File: config.mk
export PLATFORM = sky130hd
export DESIGN_NAME = lane_decimator
export DESIGN_NICKNAME = d
export VERILOG_FILES = /design/src/rtl/lane_dec_pkg.sv /design/src/rtl/lane_dec_plan.sv /design/src/rtl/lane_dec_fmt.sv /design/src/rtl/lane_dec_accum.sv /design/src/rtl/lane_dec_pack.sv /design/src/rtl/lane_decimator.sv
export SDC_FILE = /design/constraint.sdc
export NUM_CORES = 1
export LEC_CHECK = 0
export ABC_AREA = 1
export BUFFER_PORTS_ARGS = -buffer_cell sky130_fd_sc_hd__buf_2
export CORE_UTILIZATION = 50
export CTS_BUF_LIST = sky130_fd_sc_hd__clkbuf_4 sky130_fd_sc_hd__clkbuf_8 sky130_fd_sc_hd__clkbuf_16
export CTS_CLUSTER_DIAMETER = 30
export DETAILED_ROUTE_END_ITERATION = 10
export PLACE_DENSITY = 0.67
export SLEW_MARGIN = 20
export SYNTH_ARGS = -nofsm -noshare
export SYNTH_HDL_FRONTEND = slang
export SYNTH_SLANG_ARGS = --single-unit
File: constraint.sdc
create_clock -name clk -period 8.3 [get_ports clk]
set_input_delay 0 -clock clk [delete_from_list [all_inputs] [get_ports clk]]
set_output_delay 0 -clock clk [all_outputs]
set_load 0.01 [all_outputs]
File: src/rtl/lane_dec_pkg.sv
package lane_dec_pkg;
  localparam int DEF_DATA_W   = 32;
  localparam int DEF_DIV_W    = 16;
  localparam int DEF_LOG2_MAX = 12;

  typedef enum logic [1:0] {
    RES_NONE = 2'd0,
    RES_ONE  = 2'd1,
    RES_PAIR = 2'd2
  } res_kind_t;
endpackage

File: src/rtl/lane_dec_plan.sv
module lane_dec_plan #(
  parameter int DIV_W    = 16,
  parameter int LOG2_MAX = 12,
  localparam int SH_W    = $clog2(LOG2_MAX + 1)
) (
  input  logic [DIV_W-1:0] divisor,
  input  logic             avg_en,
  input  logic             half_mode,
  output logic [DIV_W-1:0] blk_len,
  output logic [SH_W-1:0]  shift
);
  // index of the highest set bit (0 for zero input)
  function automatic int top_bit(input logic [DIV_W-1:0] x);
    int r;
    r = 0;
    for (int i = 0; i < DIV_W; i++) if (x[i]) r = i;
    return r;
  endfunction

  logic [DIV_W-1:0] d_eff;
  int               k;

  assign d_eff = (divisor == '0) ? DIV_W'(1) : divisor;

  always_comb begin
    k = top_bit(d_eff);
    if (k > LOG2_MAX) k = LOG2_MAX;
    shift = SH_W'(k);
    if (avg_en)
      blk_len = DIV_W'(1) << k;
    else if (half_mode && d_eff != DIV_W'(1))
      blk_len = d_eff & ~DIV_W'(1);
    else
      blk_len = d_eff;
  end
endmodule

File: src/rtl/lane_dec_fmt.sv
module lane_dec_fmt #(
  parameter int DATA_W = 32,
  parameter int ACC_W  = 45,
  parameter int POS_W  = 5,
  localparam int HALF_W = DATA_W / 2
) (
  input  logic [DATA_W-1:0] in_data,
  input  logic              half_mode,
  input  logic              sgn_en,
  input  logic [POS_W-1:0]  sign_pos,
  output logic [ACC_W-1:0]  s_lo,
  output logic [ACC_W-1:0]  s_hi
);
  // overwrite bits (p, top] with bit p when signed
  function automatic logic [DATA_W-1:0] fill_above(input logic [DATA_W-1:0] v,
                                                   input int top, input int p,
                                                   input logic sg);
    logic [DATA_W-1:0] r;
    r = v;
    for (int b = 0; b < DATA_W; b++)
      if (sg && b > p && b <= top) r[b] = v[p];
    return r;
  endfunction

  // widen a value whose top bit is 'top' to the accumulator width
  function automatic logic [ACC_W-1:0] widen(input logic [DATA_W-1:0] v,
                                             input int top, input logic sg);
    logic [ACC_W-1:0] r;
    r = '0;
    for (int b = 0; b < DATA_W; b++)
      if (b <= top) r[b] = v[b];
    for (int b = 0; b < ACC_W; b++)
      if (b > top) r[b] = sg & v[top];
    return r;
  endfunction

  logic [ACC_W-1:0] half_val [2];
  logic [ACC_W-1:0] full_val;
  int               p;

  assign p = int'(sign_pos);

  for (genvar h = 0; h < 2; h++) begin : g_half
    logic [DATA_W-1:0] raw;
    assign raw = {{(DATA_W-HALF_W){1'b0}}, in_data[h*HALF_W +: HALF_W]};
    assign half_val[h] = widen(fill_above(raw, HALF_W-1, p, sgn_en), HALF_W-1, sgn_en);
  end

  assign full_val = widen(fill_above(in_data, DATA_W-1, p, sgn_en), DATA_W-1, sgn_en);
  assign s_lo = half_mode ? half_val[0] : full_val;
  assign s_hi = half_mode ? half_val[1] : '0;
endmodule

File: src/rtl/lane_dec_accum.sv
module lane_dec_accum
  import lane_dec_pkg::*;
#(
  parameter int DATA_W = 32,
  parameter int ACC_W  = 45,
  parameter int LEN_W  = 16,
  parameter int SH_W   = 4,
  localparam int CNT_W = LEN_W + 1
) (
  input  logic              clk,
  input  logic              rst_n,
  input  logic              in_valid,
  input  logic              half_mode,
  input  logic              avg_en,
  input  logic [LEN_W-1:0]  blk_len,
  input  logic [SH_W-1:0]   shift,
  input  logic [ACC_W-1:0]  s_lo,
  input  logic [ACC_W-1:0]  s_hi,
  output res_kind_t         res_kind,
  output logic [DATA_W-1:0] res0,
  output logic [DATA_W-1:0] res1
);
  logic [CNT_W-1:0] cnt, step, nxt_cnt;
  logic [ACC_W-1:0] acc, pick, word_sum, total, avg_val, pick_val, chosen;
  logic             first, last, pair;

  assign first    = (cnt == '0);
  assign step     = half_mode ? CNT_W'(2) : CNT_W'(1);
  assign nxt_cnt  = cnt + step;
  assign last     = nxt_cnt >= {1'b0, blk_len};
  assign pair     = half_mode && (blk_len == LEN_W'(1));
  assign word_sum = half_mode ? (s_lo + s_hi) : s_lo;
  assign total    = (first ? '0 : acc) + word_sum;
  assign avg_val  = ACC_W'($signed(total) >>> shift);
  assign pick_val = first ? s_lo : pick;
  assign chosen   = avg_en ? avg_val : pick_val;

  always_comb begin
    if (!in_valid)  res_kind = RES_NONE;
    else if (pair)  res_kind = RES_PAIR;
    else if (last)  res_kind = RES_ONE;
    else            res_kind = RES_NONE;
  end

  assign res0 = pair ? s_lo[DATA_W-1:0] : chosen[DATA_W-1:0];
  assign res1 = s_hi[DATA_W-1:0];

  always_ff @(posedge clk) begin
    if (!rst_n) begin
      cnt  <= '0;
      acc  <= '0;
      pick <= '0;
    end else if (in_valid && !pair) begin
      if (first) pick <= s_lo;
      if (last) begin
        cnt <= '0;
      end else begin
        cnt <= nxt_cnt;
        acc <= total;
      end
    end
  end

  // the position within a block never reaches the block length
  a_r2_cnt_in_block: assert property (@(posedge clk) disable iff (!rst_n)
    cnt < {1'b0, blk_len});

  // the picked sample is only replaced at the start of a block
  a_r2_pick_held: assert property (@(posedge clk) disable iff (!rst_n)
    (in_valid && cnt != '0) |=> $stable(pick));
endmodule

File: src/rtl/lane_dec_pack.sv
module lane_dec_pack
  import lane_dec_pkg::*;
#(
  parameter int DATA_W = 32,
  localparam int HALF_W = DATA_W / 2
) (
  input  logic              clk,
  input  logic              rst_n,
  input  logic              half_mode,
  input  res_kind_t         res_kind,
  input  logic [DATA_W-1:0] res0,
  input  logic [DATA_W-1:0] res1,
  output logic              out_valid,
  output logic [DATA_W-1:0] out_data
);
  logic              held;
  logic [HALF_W-1:0] hold_half;

  always_ff @(posedge clk) begin
    if (!rst_n) begin
      held      <= 1'b0;
      hold_half <= '0;
      out_valid <= 1'b0;
      out_data  <= '0;
    end else begin
      out_valid <= 1'b0;
      if (res_kind == RES_PAIR) begin
        out_valid <= 1'b1;
        out_data  <= {res1[HALF_W-1:0], res0[HALF_W-1:0]};
      end else if (res_kind == RES_ONE) begin
        if (!half_mode) begin
          out_valid <= 1'b1;
          out_data  <= res0;
        end else if (!held) begin
          held      <= 1'b1;
          hold_half <= res0[HALF_W-1:0];
        end else begin
          held      <= 1'b0;
          out_valid <= 1'b1;
          out_data  <= {res0[HALF_W-1:0], hold_half};
        end
      end
    end
  end

  // a half result is only ever parked in 16-bit mode
  a_r6_hold_only_half: assert property (@(posedge clk) disable iff (!rst_n)
    held |-> half_mode);
endmodule

File: src/rtl/lane_decimator.sv
module lane_decimator
  import lane_dec_pkg::*;
#(
  parameter int DATA_W   = DEF_DATA_W,
  parameter int DIV_W    = DEF_DIV_W,
  parameter int LOG2_MAX = DEF_LOG2_MAX,
  localparam int POS_W   = $clog2(DATA_W),
  localparam int ACC_W   = DATA_W + LOG2_MAX + 1,
  localparam int SH_W    = $clog2(LOG2_MAX + 1)
) (
  input  logic              clk,
  input  logic              rst_n,
  input  logic              in_valid,
  input  logic [DATA_W-1:0] in_data,
  input  logic [DIV_W-1:0]  divisor,
  input  logic              avg_en,
  input  logic              half_mode,
  input  logic              sgn_en,
  input  logic [POS_W-1:0]  sign_pos,
  output logic              out_valid,
  output logic [DATA_W-1:0] out_data
);
  logic [DIV_W-1:0]  blk_len;
  logic [SH_W-1:0]   shift;
  logic [ACC_W-1:0]  s_lo, s_hi;
  res_kind_t         res_kind;
  logic [DATA_W-1:0] res0, res1;

  lane_dec_plan #(.DIV_W(DIV_W), .LOG2_MAX(LOG2_MAX)) u_plan (
    .divisor(divisor), .avg_en(avg_en), .half_mode(half_mode),
    .blk_len(blk_len), .shift(shift)
  );

  lane_dec_fmt #(.DATA_W(DATA_W), .ACC_W(ACC_W), .POS_W(POS_W)) u_fmt (
    .in_data(in_data), .half_mode(half_mode), .sgn_en(sgn_en),
    .sign_pos(sign_pos), .s_lo(s_lo), .s_hi(s_hi)
  );

  lane_dec_accum #(.DATA_W(DATA_W), .ACC_W(ACC_W), .LEN_W(DIV_W), .SH_W(SH_W)) u_accum (
    .clk(clk), .rst_n(rst_n), .in_valid(in_valid), .half_mode(half_mode),
    .avg_en(avg_en), .blk_len(blk_len), .shift(shift), .s_lo(s_lo), .s_hi(s_hi),
    .res_kind(res_kind), .res0(res0), .res1(res1)
  );

  lane_dec_pack #(.DATA_W(DATA_W)) u_pack (
    .clk(clk), .rst_n(rst_n), .half_mode(half_mode), .res_kind(res_kind),
    .res0(res0), .res1(res1), .out_valid(out_valid), .out_data(out_data)
  );

  // an output word only follows an accepted input word
  a_r10_out_after_input: assert property (@(posedge clk) disable iff (!rst_n)
    out_valid |-> $past(in_valid));
endmodule

==> results.sh <==
export IMPL_setup_slack_ns=1.03
export IMPL_critPathMaxFanout=14
export IMPL_grt_first_pass_wirelength_mm=99.5
export IMPL_startpoint_type="primary input"
export IMPL_gp_congestion=1.05
export IMPL_synth_yosys_seq_area_share_pct=18.0
export IMPL_yosys_warnings=0
export IMPL_synth_commonest_cells="nand2_1, inv_1, nand3_1, a21oi_1, nor2_1"
export IMPL_slew_viol_final=0
export IMPL_yosys_area_top_type="dfxtp_1"
export IMPL_vias=19400
export IMPL_critPathSlowestCell="fa_1"
export IMPL_htree_levels=4
export IMPL_cts_buffer_depth=2
export IMPL_tightest_slew_ns=1.12
export IMPL_dp_hpwl_mm=50.5
export IMPL_num_antenna_cells=0
export IMPL_hold_buffers=0
export IMPL_power_leakage_nw=8.46
export IMPL_status="finished clean"
export IMPL_synthArstFlopShare_pct=0
export IMPL_wl_per_cell_um=19.8
export IMPL_layout_drive_gt1_share_pct=8.04
export IMPL_firstDrtPassIters=7
export IMPL_worstHoldPathCells=5
export IMPL_cp_required_ns=8.71
export IMPL_postCtsSetupBuffers=0
export IMPL_synth_edff_count=0
export IMPL_antenna_found_initial=0
export IMPL_rows=64
export IMPL_wirelength_mm=64.1
export IMPL_root_buffer="clkbuf_16"
export IMPL_die_width_um=180
export IMPL_r2r_setup_slack_ns=2.64
export IMPL_num_io_pins=92
export IMPL_post_route_util_pct=55.5
export IMPL_synthesis_area_um2=15900
export IMPL_r2r_start="u_accum.cnt[4]$_SDFFE_PN0P_"
export IMPL_netlist_instances=2810
export IMPL_final_setup_viol_count=0
export IMPL_grt_max_degree=76
export IMPL_max_cap_viol_count=0
export IMPL_syn2layout_area_growth_pct=7.89
export IMPL_cts_reportedPaths_clkPinSlew_ns=0.07
export IMPL_stdcell_count=3243
export IMPL_synthFlopType="dfxtp_1"
export IMPL_start_util_pct=51.4
export IMPL_ys_ff_latch=143
export IMPL_skew_ns=0.0149
export IMPL_path_buf_inv=9
export IMPL_port_buffers=91
export IMPL_setup_tns_ns=0
export IMPL_cts_sinks=143
export IMPL_fmax_mhz=138
export IMPL_critPathMaxStageDelay_ns=0.42
export IMPL_vias_per_cell=5.97
export IMPL_path_class="primary input to flop"
export IMPL_drc=0
export IMPL_ir_worst_vdd_v=0.000161
export IMPL_dp_slack_ns=0.804
export IMPL_core_um2=30900
export IMPL_worst_hold_path_type="primary input to flop"
export IMPL_crit_path_frequent_cell="nand2_1"
export IMPL_reg2regPathDepth=28
export IMPL_grt_ovfl_total=0
export IMPL_regToRegEndpoint="u_pack.out_data[29]$_SDFFE_PN0P_"
export IMPL_die_area_um2=32500
export IMPL_min_to="u_pack.out_data[16]$_SDFFE_PN0P_"
export IMPL_p_per_area_nw_per_um2=167
export IMPL_finalHoldViolCount=0
export IMPL_ant_nets=0
export IMPL_grt_setup_unrepaired="no"
export IMPL_setup_worst_path_end_class="flop"
export IMPL_drtIter0Drc=2252
export IMPL_track_usage_pct=39.0
export IMPL_syn_num_nets=2967
export IMPL_nets=2991
export IMPL_hold_start="in_data[16]"
export IMPL_synthDistinctLibCells=54
export IMPL_cts_made_buffers=17
export IMPL_fin_hold_ws_ns=0.0641
export IMPL_fin_area_um2=17200
export IMPL_crit_arrival_ns=7.68
export IMPL_cp_top_family="simple AND/OR/NAND/NOR gates"
export IMPL_synth_top_area_share_pct=18.0
export IMPL_fp_dieH_um=180
export IMPL_relSlewSlack_pct=25.1
export IMPL_yosysMostFrequentCell="nand2_1"
export IMPL_fin_crit_sh_pct=87.6
export IMPL_min_period_ns=7.27
export IMPL_cts_tree="built"
export IMPL_grt_pass1_vias=17800
export IMPL_worstSkewPairLatency_ns=0.46
export IMPL_placed_area_um2=16600
export IMPL_power_mw=2.87
export IMPL_dp_cells=3211
export IMPL_cts_resized=0
export IMPL_ys_top_cells_by_area="dfxtp_1, nand2_1, nand3_1"
export IMPL_synth_avg_cell_area_um2=5.66
-- worst register-to-register path: cells and delay by family (launching register included) --
family | cells | cell delay (ns)
buffers and inverters | 4 | 1.31
and+or+nand+nor | 21 | 2.61
adders and majority gates | 1 | 0.37
DFF | 1 | 0.38
AOI/OAI and AO/OA | 2 | 0.92
-- layout by cell type (no fill, tap or decap), drive strengths merged --
| cell | n |
|---|---|
| nor3 | 22 |
| a31oi | 15 |
| a21oi | 263 |
| fa | 3 |
| a31o | 1 |
| nand3b | 2 |
| clkinv | 7 |
| inv | 374 |
| or2 | 18 |
| o21bai | 8 |
| nor4 | 6 |
| nand3 | 354 |
| buf | 115 |
| nor2 | 245 |
| a21o | 4 |
| o221ai | 2 |
| a22oi | 7 |
| o21ai | 236 |
| a211oi | 2 |
| o22ai | 6 |
| o211ai | 19 |
| a21boi | 15 |
| xor2 | 39 |
| clkbuf | 19 |
| a221oi | 1 |
| bufinv | 1 |
| dfxtp | 143 |
| o21a | 7 |
| ha | 95 |
| xnor2 | 20 |
| nand2 | 765 |
| o31ai | 2 |
| nand4 | 31 |
-- where the power goes --
group	internal [mW]	switching, mW
registers	0.728	0.0197
clock network	0.438	0.373
logic	0.373	0.935
total	1.54	1.33
-- cells by family after synthesis --
logic type,count (synthesis),share of synthesized area [%]
buffers and inverters,479,11.7
AOI/OAI and AO/OA,588,20.2
and+or+nand+nor,1443,39.0
DFF,143,18.0
xor gates and xnor gates,59,3.25
adders and majority gates,98,7.85
-- state kept, by name, indices dropped and copies added, names as in the netlist --
name and cells:
u_accum.acc 44, u_accum.cnt 17, u_accum.pick 32, u_pack.held 1, u_pack.hold_half 16, u_pack.out_data 32
u_pack.out_valid 1
-- routing by layer --
metal / global-route usage, % / routed length, um / up-vias / share of wire [%]
met5: 0 / 0 / - / 0
met4: 17.8 / 3210 / 0 / 5.0
met2: 61.5 / 27700 / 1119 / 43
li1: - / - / 9273 / -
met3: 6.31 / 6010 / 174 / 9.4
met1: 52.0 / 27200 / 8787 / 42
-- area by class of cell --
class / count / area, um2
Fill cell: 3254 / 13800
Multi-Input combinational cell: 2188 / 11200
Sequential cell: 143 / 2860
Inverter: 369 / 1390
Timing Repair Buffer: 115 / 636
Tap cell: 396 / 495
Clock buffer: 19 / 447
Clock inverter: 13 / 144
-- worst max path at each step --
stage / start / endpoint / slack (ns) / depth (start not counted)
global route: sign_pos[0] / u_pack.out_data[29]$_SDFFE_PN0P_ / 0.36 / 48
global placement: sign_pos[0] / u_pack.out_data[29]$_SDFFE_PN0P_ / 0.69 / 47
floorplan: sgn_en / u_pack.out_data[29]$_SDFFE_PN0P_ / 2.86 / 41
CTS: sign_pos[0] / u_pack.out_data[29]$_SDFFE_PN0P_ / 1.27 / 48
finish: sign_pos[0] / u_pack.out_data[26]$_SDFFE_PN0P_ / 1.03 / 50
detailed placement: sign_pos[0] / u_pack.out_data[29]$_SDFFE_PN0P_ / 0.80 / 48
(Power assumes the default switching activity.)
